$ cat config.mk
export PLATFORM = sky130hd
export DESIGN_NAME = tmr_xint_ctrl_reg
export DESIGN_NICKNAME = d
export VERILOG_FILES = /design/src/rtl/tmr_xint_pkg.sv /design/src/rtl/txc_sync.sv /design/src/rtl/txc_ctl.sv /design/src/rtl/txc_dp.sv /design/src/rtl/tmr_xint_ctrl_reg.sv
export SDC_FILE = /design/constraint.sdc
export NUM_CORES = 1
export LEC_CHECK = 0
export BUFFER_PORTS_ARGS = -buffer_cell sky130_fd_sc_hd__buf_2
export CORE_UTILIZATION = 30
export DETAILED_ROUTE_END_ITERATION = 6
export PLACE_DENSITY = 0.65
export SYNTH_ARGS = -nofsm -noshare
export SYNTH_HDL_FRONTEND = slang
export SYNTH_SLANG_ARGS = --single-unit
$ cat constraint.sdc
create_clock -name clk -period 1.1 [get_ports clk]
set_input_delay 0.055 -clock clk [delete_from_list [all_inputs] [get_ports clk]]
set_output_delay 0.055 -clock clk [all_outputs]
set_load 0.02 [all_outputs]
$ cat src/rtl/tmr_xint_pkg.sv
package tmr_xint_pkg;
  localparam int NCH = 2;

  typedef struct packed {
    logic [7:0]     wrMask;
    logic [7:0]     wrVal;
    logic [NCH-1:0] tmrSet;
    logic [NCH-1:0] tmrClr;
    logic [NCH-1:0] extEdge;
    logic [NCH-1:0] extClr;
    logic [NCH-1:0] extLow;
  } ctlStb_t;

  function automatic int ovfPos(input int ch);
    return 5 + 2 * ch;
  endfunction
  function automatic int runPos(input int ch);
    return 4 + 2 * ch;
  endfunction
  function automatic int xfPos(input int ch);
    return 1 + 2 * ch;
  endfunction
  function automatic int xmPos(input int ch);
    return 2 * ch;
  endfunction
endpackage

$ cat src/rtl/txc_sync.sv
module txc_sync #(
  parameter int STAGES = 2
) (
  input  logic clk,
  input  logic rstN,
  input  logic din,
  output logic dout
);
  logic [STAGES-1:0] shReg;

  always_ff @(posedge clk or negedge rstN) begin
    if (!rstN) shReg <= '1;
    else       shReg <= {shReg[STAGES-2:0], din};
  end

  assign dout = shReg[STAGES-1];
endmodule

$ cat src/rtl/txc_ctl.sv
module txc_ctl
  import tmr_xint_pkg::*;
#(
  parameter logic [7:0] BASE_ADDR   = 8'h88,
  parameter int         SYNC_STAGES = 2
) (
  input  logic           clk,
  input  logic           rstN,
  input  logic [NCH-1:0] tmrWrap,
  input  logic [NCH-1:0] ackTmr,
  input  logic [NCH-1:0] ackExt,
  input  logic [NCH-1:0] xPinN,
  input  logic           byteWe,
  input  logic [7:0]     byteAddr,
  input  logic [7:0]     byteWdata,
  input  logic           bitWe,
  input  logic [7:0]     bitAddr,
  input  logic           bitWdata,
  output ctlStb_t        stb
);
  logic [NCH-1:0] syncN;
  logic [NCH-1:0] prevN;
  logic           byteHit;
  logic           bitHit;
  logic [2:0]     bitIdx;

  for (genvar ch = 0; ch < NCH; ch++) begin : g_pin
    txc_sync #(.STAGES(SYNC_STAGES)) sync_i (
      .clk (clk),
      .rstN(rstN),
      .din (xPinN[ch]),
      .dout(syncN[ch])
    );
    always_ff @(posedge clk or negedge rstN) begin
      if (!rstN) prevN[ch] <= 1'b1;
      else       prevN[ch] <= syncN[ch];
    end
  end

  assign byteHit = byteWe && (byteAddr == BASE_ADDR);
  assign bitHit  = bitWe && (bitAddr[7:3] == BASE_ADDR[7:3]);
  assign bitIdx  = bitAddr[2:0];

  always_comb begin
    stb.wrMask = byteHit ? 8'hFF : 8'h00;
    stb.wrVal  = byteHit ? byteWdata : 8'h00;
    if (bitHit) begin
      stb.wrMask[bitIdx] = 1'b1;
      stb.wrVal[bitIdx]  = bitWdata;
    end
    stb.tmrSet  = tmrWrap;
    stb.tmrClr  = ackTmr;
    stb.extClr  = ackExt;
    stb.extEdge = prevN & ~syncN;
    stb.extLow  = ~syncN;
  end
endmodule

$ cat src/rtl/txc_dp.sv
module txc_dp
  import tmr_xint_pkg::*;
(
  input  logic       clk,
  input  logic       rstN,
  input  ctlStb_t    stb,
  output logic [7:0] regQ
);
  logic [7:0] regD;

  always_comb begin
    regD = regQ;
    for (int ch = 0; ch < NCH; ch++) begin
      // timer wrap flag: set > acknowledge > write > hold
      if (stb.tmrSet[ch])            regD[ovfPos(ch)] = 1'b1;
      else if (stb.tmrClr[ch])       regD[ovfPos(ch)] = 1'b0;
      else if (stb.wrMask[ovfPos(ch)]) regD[ovfPos(ch)] = stb.wrVal[ovfPos(ch)];
      // plain configuration bits
      if (stb.wrMask[runPos(ch)]) regD[runPos(ch)] = stb.wrVal[runPos(ch)];
      if (stb.wrMask[xmPos(ch)])  regD[xmPos(ch)]  = stb.wrVal[xmPos(ch)];
      // pin flag: level mode tracks the pin, edge mode latches
      if (!regQ[xmPos(ch)])          regD[xfPos(ch)] = stb.extLow[ch];
      else if (stb.extEdge[ch])      regD[xfPos(ch)] = 1'b1;
      else if (stb.extClr[ch])       regD[xfPos(ch)] = 1'b0;
      else if (stb.wrMask[xfPos(ch)]) regD[xfPos(ch)] = stb.wrVal[xfPos(ch)];
    end
  end

  always_ff @(posedge clk or negedge rstN) begin
    if (!rstN) regQ <= 8'h00;
    else       regQ <= regD;
  end
endmodule

$ cat src/rtl/tmr_xint_ctrl_reg.sv
module tmr_xint_ctrl_reg
  import tmr_xint_pkg::*;
#(
  parameter logic [7:0] BASE_ADDR   = 8'h88,
  parameter int         SYNC_STAGES = 2
) (
  input  logic       clk,
  input  logic       rstN,
  input  logic [1:0] tmrWrap,
  input  logic [1:0] ackTmr,
  input  logic [1:0] ackExt,
  input  logic [1:0] xPinN,
  input  logic       byteWe,
  input  logic [7:0] byteAddr,
  input  logic [7:0] byteWdata,
  input  logic       bitWe,
  input  logic [7:0] bitAddr,
  input  logic       bitWdata,
  output logic [7:0] regOut,
  output logic [1:0] runEn,
  output logic [1:0] tmrReq,
  output logic [1:0] extReq
);
  ctlStb_t    stb;
  logic [7:0] regQ;

  txc_ctl #(.BASE_ADDR(BASE_ADDR), .SYNC_STAGES(SYNC_STAGES)) ctl_i (
    .clk      (clk),
    .rstN     (rstN),
    .tmrWrap  (tmrWrap),
    .ackTmr   (ackTmr),
    .ackExt   (ackExt),
    .xPinN    (xPinN),
    .byteWe   (byteWe),
    .byteAddr (byteAddr),
    .byteWdata(byteWdata),
    .bitWe    (bitWe),
    .bitAddr  (bitAddr),
    .bitWdata (bitWdata),
    .stb      (stb)
  );

  txc_dp dp_i (
    .clk (clk),
    .rstN(rstN),
    .stb (stb),
    .regQ(regQ)
  );

  assign regOut = regQ;
  for (genvar ch = 0; ch < NCH; ch++) begin : g_out
    assign runEn[ch]  = regQ[runPos(ch)];
    assign tmrReq[ch] = regQ[ovfPos(ch)];
    assign extReq[ch] = regQ[xfPos(ch)];
  end
endmodule

==> impl_metrics.toml, run 1 <==
[critical_path]
start_kind = "flop"
critPathArrivalTime_ns = 1.37
crit_fanout = 3
cp_data_required_time_ns = 1.27
r2r_setup_slack_ns = -0.11
r2r_start = "ctl_i.g_pin[0].sync_i.shReg[1]"
crit_type = "reg2reg"
reg2reg_to = "dp_i.regQ[1]"
r2r_cells = 4
endpoint_kind = "flop"

[floorplanning]
die_y_um = 56.0
core.rowCount = 19
initial_core_util = 0.317
pin_count = 51
core_um2 = 2760
dieWidth_um = 56.0
die_area_um2 = 3140

[drt]
post-route-drc-count = 0
vias_per_cell = 4.91
first_pass_iters = 4
wl_per_cell_um = 12.7
dr_total_vias = 859
postRouteAntennaNets = 0
wl_um = 2220
first_iter_violations = 9

[yosys]
syn_area_um2 = 875
synth_seq_cells = 14
post_synth.cell_area_avg_um2 = 10.5
ys_seq_area_frac = 0.409
ys_types = 31
yosys_warnings = 0
syn-num-nets = 120
syn_inst = 83

[finish]
drive_gt1_frac = 0.639
nets = 182
syn2layout_area_growth_pct = 51.6
num_antenna_cells = 0

[grt]
grt_use_total = 0.155
grt_max_degree = 15
grt.overflow.total = 0
grt_pass1_wl_um = 3820
grt_pass1_vias = 874
antenna_found_initial = 0

[job]
cap_violations = 0

[min_path]
hold_path.class = "in2reg"
min_from = "ackTmr[0]"
holdPathEnd = "dp_i.regQ[5]"
hold_depth = 3

[pwr]
vdd_drop_max_mv = 0.657
leakagePower_nw = 0.673
p_per_area_nw_per_um2 = 998

[clocking]
insertion_delay_ns = 0.28
cts_sinks = 14
cts_tree = "yes"
cts.clk_slew.worst_paths_ns = 0.08
cts_buffers = 3
clock_path_buffers = 2
root_buffer = "clkbuf_4"
ctsHtreeMaxLevel = 1

[timing]
finalSetupViolations = 2
whs_ns = 0.0198
fin_ws_ns = -0.106
period_share = 1.10
rsz0062_at_grt = "true"
relSlewSlack = 0.791
hold_violations = 0
fin_skew_ns = 0.00318
period_minus_slack_ns = 1.21
clock.fmax_ghz = 0.829
finalMaxSlewViolations = 0
tightest_slew_ns = 0.313

[place]
io_buffers = 50
dp_hpwl_um = 1730
pre_cts_ws_ns = -0.304
gp_congestion = 0.811

[run_status]
violations = "setup timing"
outcome = "complete, but fails checks"
-- what timing repair did --
item | in CTS | in global routing
setup endpoints to repair | 2 | 6
endpoints found under the hold margin | 18 | 0
hold buffers | 5 | 0
buffers inserted | 0 | 3
gates resized for setup | 2 | 9
pin swaps | 0 | 3
-- cell usage after synthesis --
master | number | area [um2]
a21oi_1 | 2 | 10.0
o221a_2 | 1 | 11.3
a221o_1 | 2 | 20.0
buf_4 | 6 | 45.0
nor4b_2 | 1 | 15.0
nor2_1 | 4 | 15.0
nand2_1 | 2 | 7.51
a21o_1 | 3 | 22.5
dfrtp_1 | 8 | 200
nand4b_1 | 1 | 8.76
nand3_1 | 2 | 10.0
a31oi_1 | 3 | 18.8
nor4b_4 | 1 | 23.8
a211oi_1 | 3 | 22.5
nor3_1 | 1 | 5.00
and3b_1 | 1 | 8.76
o21bai_1 | 2 | 15.0
dfstp_2 | 6 | 158
clkbuf_1 | 1 | 3.75
inv_1 | 8 | 30.0
nor2b_1 | 5 | 31.3
nor2_2 | 1 | 6.26
and3_1 | 2 | 12.5
a31o_2 | 1 | 8.76
mux2_1 | 4 | 45.0
and3_2 | 1 | 7.51
a41o_2 | 2 | 22.5
nand3_4 | 1 | 17.5
and4_1 | 1 | 8.76
mux2_2 | 4 | 45.0
nand4_1 | 3 | 18.8
-- registers in the layout, indices dropped and copies added, names as in the netlist --
register and flops:
ctl_i.g_pin.sync_i.shReg 4, ctl_i.prevN 2, dp_i.regQ 8
-- per-layer routing --
layer	share of wire	track usage	up-vias
met3	0.067	0.0488	2
met1	0.42	0.189	397
met4	0.0068	0.0209	0
li1	-	-	424
met2	0.51	0.276	36
met5	0	0	-
-- kinds of logic (layout without fill, tap and decap cells) --
logic type      Yosys count  count (layout)  share of synthesized area
simple gates             27              27                      0.225
compound gates           19              19                      0.173
buf+inv                  15              76                     0.0901
flops                    14              14                      0.409
mux                       8               8                      0.103
-- per-stage QoR --
stage | power, W | instances | util | instance area (um2) | setup TNS (ns)
final | 0.00132 | 175 | 0.481 | 1330 | -0.156
after detailed placement | 0.000918 | 163 | 0.427 | 1180 | -1.97
after floorplan | 0.000779 | 83 | - | 893 | -0.801
after CTS | 0.00131 | 172 | 0.459 | 1260 | -0.158
after global routing | 0.00140 | 175 | 0.481 | 1330 | -0.290
after global placement | 0.000911 | 163 | 0.427 | 1180 | -1.79
-- cell usage in the layout, fill, tap and decap left out, types with 2 or more instances in the layout --
cell type,netlist,layout
dfrtp_1,8,8
clkbuf_4,0,3
buf_4,6,9
a211oi_2,0,2
and3_1,2,2
a21oi_2,0,2
a21o_1,3,3
mux2_2,4,3
nand2_1,2,2
nand4_1,3,3
a221o_1,2,2
buf_6,0,2
buf_2,0,48
inv_2,0,2
nand3_1,2,2
nor4b_4,1,2
dlygate4sd3_1,0,5
nor2b_1,5,5
o21bai_1,2,2
a41o_2,2,2
inv_1,8,6
mux2_4,0,5
dfstp_2,6,6
a31oi_1,3,3
nor2_1,4,4
-- worst max path at each step --
| stage | slack, ns | from | cells after the start | endpoint |
|---|---|---|---|---|
| floorplan | -0.20 | byteAddr[4] | 4 | dp_i.regQ[0] |
| finish | -0.11 | ctl_i.g_pin[0].sync_i.shReg[1] | 4 | dp_i.regQ[1] |
| CTS | -0.09 | ctl_i.g_pin[0].sync_i.shReg[1] | 4 | dp_i.regQ[1] |
| detailed placement | -0.30 | byteAddr[4] | 5 | dp_i.regQ[4] |
| global route | -0.18 | ctl_i.g_pin[0].sync_i.shReg[1] | 4 | dp_i.regQ[1] |
| global placement | -0.28 | byteAddr[4] | 5 | dp_i.regQ[0] |
-- area by class of cell --
class | instances | area, um2
inverters | 8 | 30.0
well taps | 31 | 38.8
repair buffers | 64 | 380
clock buffers | 4 | 36.3
flip-flops and latches | 14 | 358
fillers | 263 | 1430
multi-input cells | 54 | 483
-- critical path, cell delays in order (launching register included) --
cell and delay (ns):
dfstp_2 0.55, inv_2 0.05, a211oi_2 0.23, a41o_2 0.23, a21oi_2 0.03
-- where the power goes --
part	switching, W	total, W	internal [W]
registers	0.0000292	0.000590	0.000561
logic	0.000180	0.000365	0.000185
clock network	0.000167	0.000369	0.000201
total	0.000376	0.00132	0.000947
Power figures use the tool's default switching activity.
==> inputs of run 2 (changes only) <==
==> constraint.sdc (replaced) <==
create_clock -name clk -period 1.1 [get_ports clk]
set_input_delay 0.11 -clock clk [delete_from_list [all_inputs] [get_ports clk]]
set_output_delay 0.11 -clock clk [all_outputs]
set_load 0.02 [all_outputs]
==> run 2 against run 1 <==
The flow still finishes with violations (setup timing). Wire length decreased by 0.50%. Utilization is 0.59 points lower. Hold slack got worse by 0.017 ns. Die area unchanged. Critical path depth did not move. Non-clock buffer count fell by 1. Critical path type unchanged. Critical endpoint is now dp_i.regQ[3]. Largest cell class unchanged.
==> impl_metrics.toml, run 2 (synthesis gave the netlist of run 1 again) <==
[run_status]
outcome = "complete, but fails checks"
violations = "setup timing"

[drt]
dr_total_vias = 866
vias_per_cell = 4.98
post-route-drc-count = 0
first_pass_iters = 4
wl_um = 2210
first_iter_violations = 22
wl_per_cell_um = 12.7
postRouteAntennaNets = 0

[critical_path]
cp_top_family = "flip-flops"
slowest_stage = "dfstp_2"
start_kind = "flop"
crit_fanout = 3
crit_type = "reg2reg"
slowest_delay_ns = 0.54
critPathArrivalTime_ns = 1.35
cp-startpoint = "ctl_i.g_pin[1].sync_i.shReg[1]"
critPathBufInv = 1
path_cells = "inv_2 -> a211oi_2 -> a41o_2 -> a21oi_1"
r2r_start = "ctl_i.g_pin[1].sync_i.shReg[1]"
endpoint_kind = "flop"
cp_data_required_time_ns = 1.27

[place]
dp_cells = 165
gp_congestion = 0.806
io_buffers = 50
pre_cts_ws_ns = -0.386
dpl-instance-area_um2 = 1190
dp_hpwl_um = 1800

[job]
cap_violations = 0

[finish]
drive_gt1_frac = 0.643
finish.instance_area_um2 = 1310
nets = 181
syn2layout_area_growth_pct = 49.8
num_antenna_cells = 0
largest_register_ffs = 8
top_register = "dp_i.regQ"
top_regs = "dp_i.regQ x8, ctl_i.g_pin.sync_i.shReg x4, ctl_i.prevN x2"
fill_cells = 268
final_cells = 174
mostFrequentLayoutCells = "buf_2 (48), buf_4 (10), dfrtp_1 (8), inv_1 (6), dfstp_2 (6)"
final_common_cell = "buf_2"

[clocking]
root_buffer = "clkbuf_4"
ctsHtreeMaxLevel = 1
insertion_delay_ns = 0.29
cts.clk_slew.worst_paths_ns = 0.10
cts_tree = "yes"
cts_sinks = 14
cts_buffers = 3
clock_path_buffers = 2

[floorplanning]
dieWidth_um = 56.0
initial_core_util = 0.317
die_y_um = 56.0
die_area_um2 = 3140
pin_count = 51
core.rowCount = 19
core_um2 = 2760

[timing]
rsz0062_at_grt = "true"
fin_ws_ns = -0.0742
hold_violations = 0
relSlewSlack = 0.787
whs_ns = 0.00298
clock.fmax_ghz = 0.852
period_share = 1.07
finalMaxSlewViolations = 0
finalSetupViolations = 6
fin_skew_ns = 0.0112
tightest_slew_ns = 0.319
period_minus_slack_ns = 1.17

[grt]
grt_max_degree = 15
antenna_found_initial = 0
grt_use_total = 0.141
grt_pass1_vias = 878
grt.overflow.total = 0
grt_pass1_wl_um = 3530

[pwr]
vdd_drop_max_mv = 0.782
leakagePower_nw = 0.667
p_per_area_nw_per_um2 = 1010
finalPower_w = 0.00133

[min_path]
min_from = "tmrWrap[0]"
hold_path.class = "in2reg"
## run 2: final timing paths
kind	to	slack, ns	depth (start not counted)
worst max-delay path	dp_i.regQ[3]	-0.07	4
worst min-delay path	dp_i.regQ[5]	0.003	2
worst max register to register	dp_i.regQ[3]	-0.07	4
worst min register to register	ctl_i.g_pin[0].sync_i.shReg[1]	0.36	0
max in group asynchronous	ctl_i.prevN[0]	0.57	2
min in group asynchronous	dp_i.regQ[2]	0.23	2
## run 2: report_power, final
part           switching (W)  leakage, nW  internal [W]
sequential         0.0000274        0.162      0.000561
clock               0.000183       0.0210      0.000202
combinational       0.000176        0.484      0.000176
total               0.000387        0.667      0.000939
## run 2: cell type report
type	count	area, um2	area share
inverters	8	30.0	0.0229
flip-flops and latches	14	358	0.273
multi-input cells	54	479	0.366
repair buffers	63	368	0.281
clock buffers	4	36.3	0.0277
well taps	31	38.8	0.0296
## run 2: routing by layer
layer,vias to the layer above,routed length [um],track usage
li1,422,-,-
met2,36,1110,0.257
met5,-,0,0
met4,0,24,0.0418
met1,406,927,0.170
met3,2,145,0.0209
## run 2: through the flow
stage | setup TNS, ns | util
after detailed placement | -2.48 | 0.433
after CTS | -0.283 | 0.474
after floorplan | -1.09 | -
after global placement | -2.26 | 0.433
final | -0.172 | 0.475
after global routing | -0.419 | 0.475
## run 2: what timing repair did
action / in CTS / in global routing
resized for setup: 9 / 1
hold buffers: 3 / 0
setup endpoints to repair: 6 / 6
hold endpoints to repair: 16 / 0
setup buffers: 2 / 0
pin swaps: 2 / 2
==> inputs of run 3 (changes only) <==
--- a/config.mk
+++ b/config.mk
@@ -6,9 +6,10 @@
 export NUM_CORES = 1
 export LEC_CHECK = 0
 export BUFFER_PORTS_ARGS = -buffer_cell sky130_fd_sc_hd__buf_2
-export CORE_UTILIZATION = 30
+export CORE_UTILIZATION = 40
 export DETAILED_ROUTE_END_ITERATION = 6
-export PLACE_DENSITY = 0.65
+export PLACE_DENSITY = 0.79
 export SYNTH_ARGS = -nofsm -noshare
 export SYNTH_HDL_FRONTEND = slang
+export SYNTH_HIERARCHICAL = 1
 export SYNTH_SLANG_ARGS = --single-unit
==> run 3 against run 2 <==
The flow still finishes with violations (setup timing). Critical path type is now in2reg. Non-clock buffer count rose by 1. Clock skew fell by 0.0018 ns. Combinational power fell by 30%. Largest cell class unchanged. Synthesized cell count rose by 14%. Largest power group unchanged.
==> impl_metrics.toml, run 3 <==
[yosys]
ys_seq_area_frac = 0.376
yosys.area.top_type = "dfrtp_1"
yosysMostFrequentCell = "mux2i_1"
syn_inst = 95
synthArstFlopShare = 1.00
ys_types = 25
yosys_warnings = 6
synthTopCellsByCount = "mux2i_1 (13), buf_4 (12), dfrtp_1 (8), nand2_1 (8), nand3_1 (8)"
synth_edf_count = 0
syn_area_um2 = 952
ys_top_cells_by_area = "dfrtp_1 (21%), dfstp_2 (17%), mux2i_1 (14%), buf_4 (9.5%), mux2_4 (6.3%)"
yosysTopAreaCellShare = 0.210
syn-num-nets = 132
post_synth.cell_area_avg_um2 = 10.0
synth_seq_cells = 14
yosys_most_used_dff = "dfrtp_1"

[critical_path]
crit_type = "in2reg"
r2r_cells = 3
critPathArrivalTime_ns = 1.45
slowest_stage = "or4b_4"
start_kind = "primary input"
reg2reg_to = "dp_i/regQ[3]"
slowest_delay_ns = 0.55
cp-startpoint = "bitAddr[4]"
cp_data_required_time_ns = 1.33
r2r_setup_slack_ns = 0.21
r2r_start = "ctl_i/g_pin[1].sync_i/shReg[1]"
crit_fanout = 3
crit_path_end = "dp_i/regQ[6]"
path_cells = "buf_8 -> or4b_4 -> or4_1 -> o31ai_1 -> mux2_4"
endpoint_kind = "flop"

[job]
cap_violations = 0

[clocking]
insertion_delay_ns = 0.28
cts.clk_slew.worst_paths_ns = 0.09
clock_path_buffers = 2
cts_tree = "yes"
cts_buffers = 3
cts_sinks = 14
root_buffer = "clkbuf_4"
ctsHtreeMaxLevel = 1

[drt]
post-route-drc-count = 0
wl_per_cell_um = 12.3
wl_um = 2190
first_iter_violations = 4
first_pass_iters = 3
postRouteAntennaNets = 0
dr_total_vias = 895
vias_per_cell = 5.03

[finish]
syn2layout_area_growth_pct = 47.6
post-route-util = 0.629
final_common_cell = "buf_2"
drive_gt1_frac = 0.553
num_antenna_cells = 0
mostFrequentLayoutCells = "buf_2 (45), mux2i_1 (13), nand2_1 (8), dfrtp_1 (8)"
top_regs = "dp_i/regQ x8, ctl_i/g_pin.sync_i/shReg x4, ctl_i/prevN x2"
nets = 188
top_register = "dp_i/regQ"
largest_register_ffs = 8

[pwr]
leakagePower_nw = 0.736
p_per_area_nw_per_um2 = 834
finalPower_w = 0.00117
vdd_drop_max_mv = 0.799

[timing]
tightest_slew_ns = 0.312
period_minus_slack_ns = 1.22
period_share = 1.11
hold_violations = 0
finalMaxSlewViolations = 0
relSlewSlack = 0.792
rsz0062_at_grt = "true"
clock.fmax_ghz = 0.820
fin_skew_ns = 0.00934
finalSetupViolations = 3
fin_ws_ns = -0.119

[floorplanning]
dieWidth_um = 50.8
core_um2 = 2230
core.rowCount = 17
initial_core_util = 0.426
die_area_um2 = 2580
die_y_um = 50.8
pin_count = 51

[place]
dp_hpwl_um = 1700
io_buffers = 50
gp_congestion = 0.747

[grt]
grt_use_total = 0.193
grt_max_degree = 15
grt_pass1_wl_um = 3690
antenna_found_initial = 0
grt_pass1_vias = 901
grt.overflow.total = 0

[run_status]
outcome = "complete, but fails checks"
violations = "setup timing"

[min_path]
hold_path.class = "in2reg"
[run 3: cell count changes in the layout (fill, tap and decap cells not counted), moves of 3 or more]
cell     before  now
mux2i_1       0   13
nand2_1       2    8
buf_6         2    7
nand4_1       3    7
a21o_1        3    0
a31oi_1       3    0
buf_2        48   45
buf_4        10    7
mux2_2        3    0
[run 3: layout make-up]
| cell class | count | area, um2 |
|---|---|---|
| multi-input combinational | 64 | 549 |
| sequential | 14 | 358 |
| timing repair buffer | 64 | 412 |
| fill | 186 | 828 |
| inverter | 4 | 15.0 |
| clock buffer | 4 | 36.3 |
| tap | 28 | 35.0 |
[run 3: critical path: cells and delay by family]
family	cells	cell delay, ns
AOI/OAI and AO/OA	1	0.09
buffers and inverters	1	0.10
and+or+nand+nor	2	0.97
muxes	1	0.18
[run 3: where the power goes]
group          total, W  switching, W  internal (W)
Clock          0.000370      0.000169      0.000201
Sequential     0.000554     0.0000107      0.000543
Combinational  0.000247      0.000116      0.000131
[run 3: cells by family after synthesis]
family,count (synthesis),synth area share
AOI/OAI and AO/OA,6,0.0420
buffers and inverters,17,0.114
DFF,14,0.376
muxes,17,0.200
and+or+nand+nor,41,0.268
[run 3: worst min-delay path by stage]
stage | from | end | slack, ns | cells after the start
2_1_floorplan | rstN | dp_i/regQ[0] | -0.19 | 0
3_3_place_gp | rstN | dp_i/regQ[5] | 0.01 | 1
3_5_place_dp | rstN | dp_i/regQ[7] | 0.02 | 1
4_1_cts | tmrWrap[1] | dp_i/regQ[7] | 0.009 | 2
5_1_grt | ackTmr[0] | dp_i/regQ[5] | 0.006 | 2
6_report | ackTmr[0] | dp_i/regQ[5] | 0.02 | 2
[run 3: through the flow]
stage          cells  hold slack, ns  area, um2  TNS [ns]  setup WS (ns)
2_1_floorplan     95          -0.186        975     -1.08         -0.248
3_3_place_gp     169          0.0139       1230     -2.54         -0.382
3_5_place_dp     169          0.0213       1230     -2.95         -0.431
4_1_cts          178         0.00867       1330   -0.0979        -0.0979
5_1_grt          178         0.00550       1410    -0.584         -0.120
6_report         178          0.0166       1410    -0.133         -0.119
[run 3: what timing repair did]
| action | CTS | global route |
|---|---|---|
| buffers inserted | 1 | 0 |
| gates resized for setup | 4 | 13 |
| endpoints found under the hold margin | 17 | 0 |
| endpoints found under the setup margin | 8 | 8 |
| pin swaps | 1 | 8 |
| hold buffers | 4 | 0 |
[run 3: per-layer routing]
metal | track usage | routed length, um
met3 | 0.0333 | 143
met1 | 0.221 | 859
met2 | 0.347 | 1180
met4 | 0.0833 | 13
met5 | 0 | 0
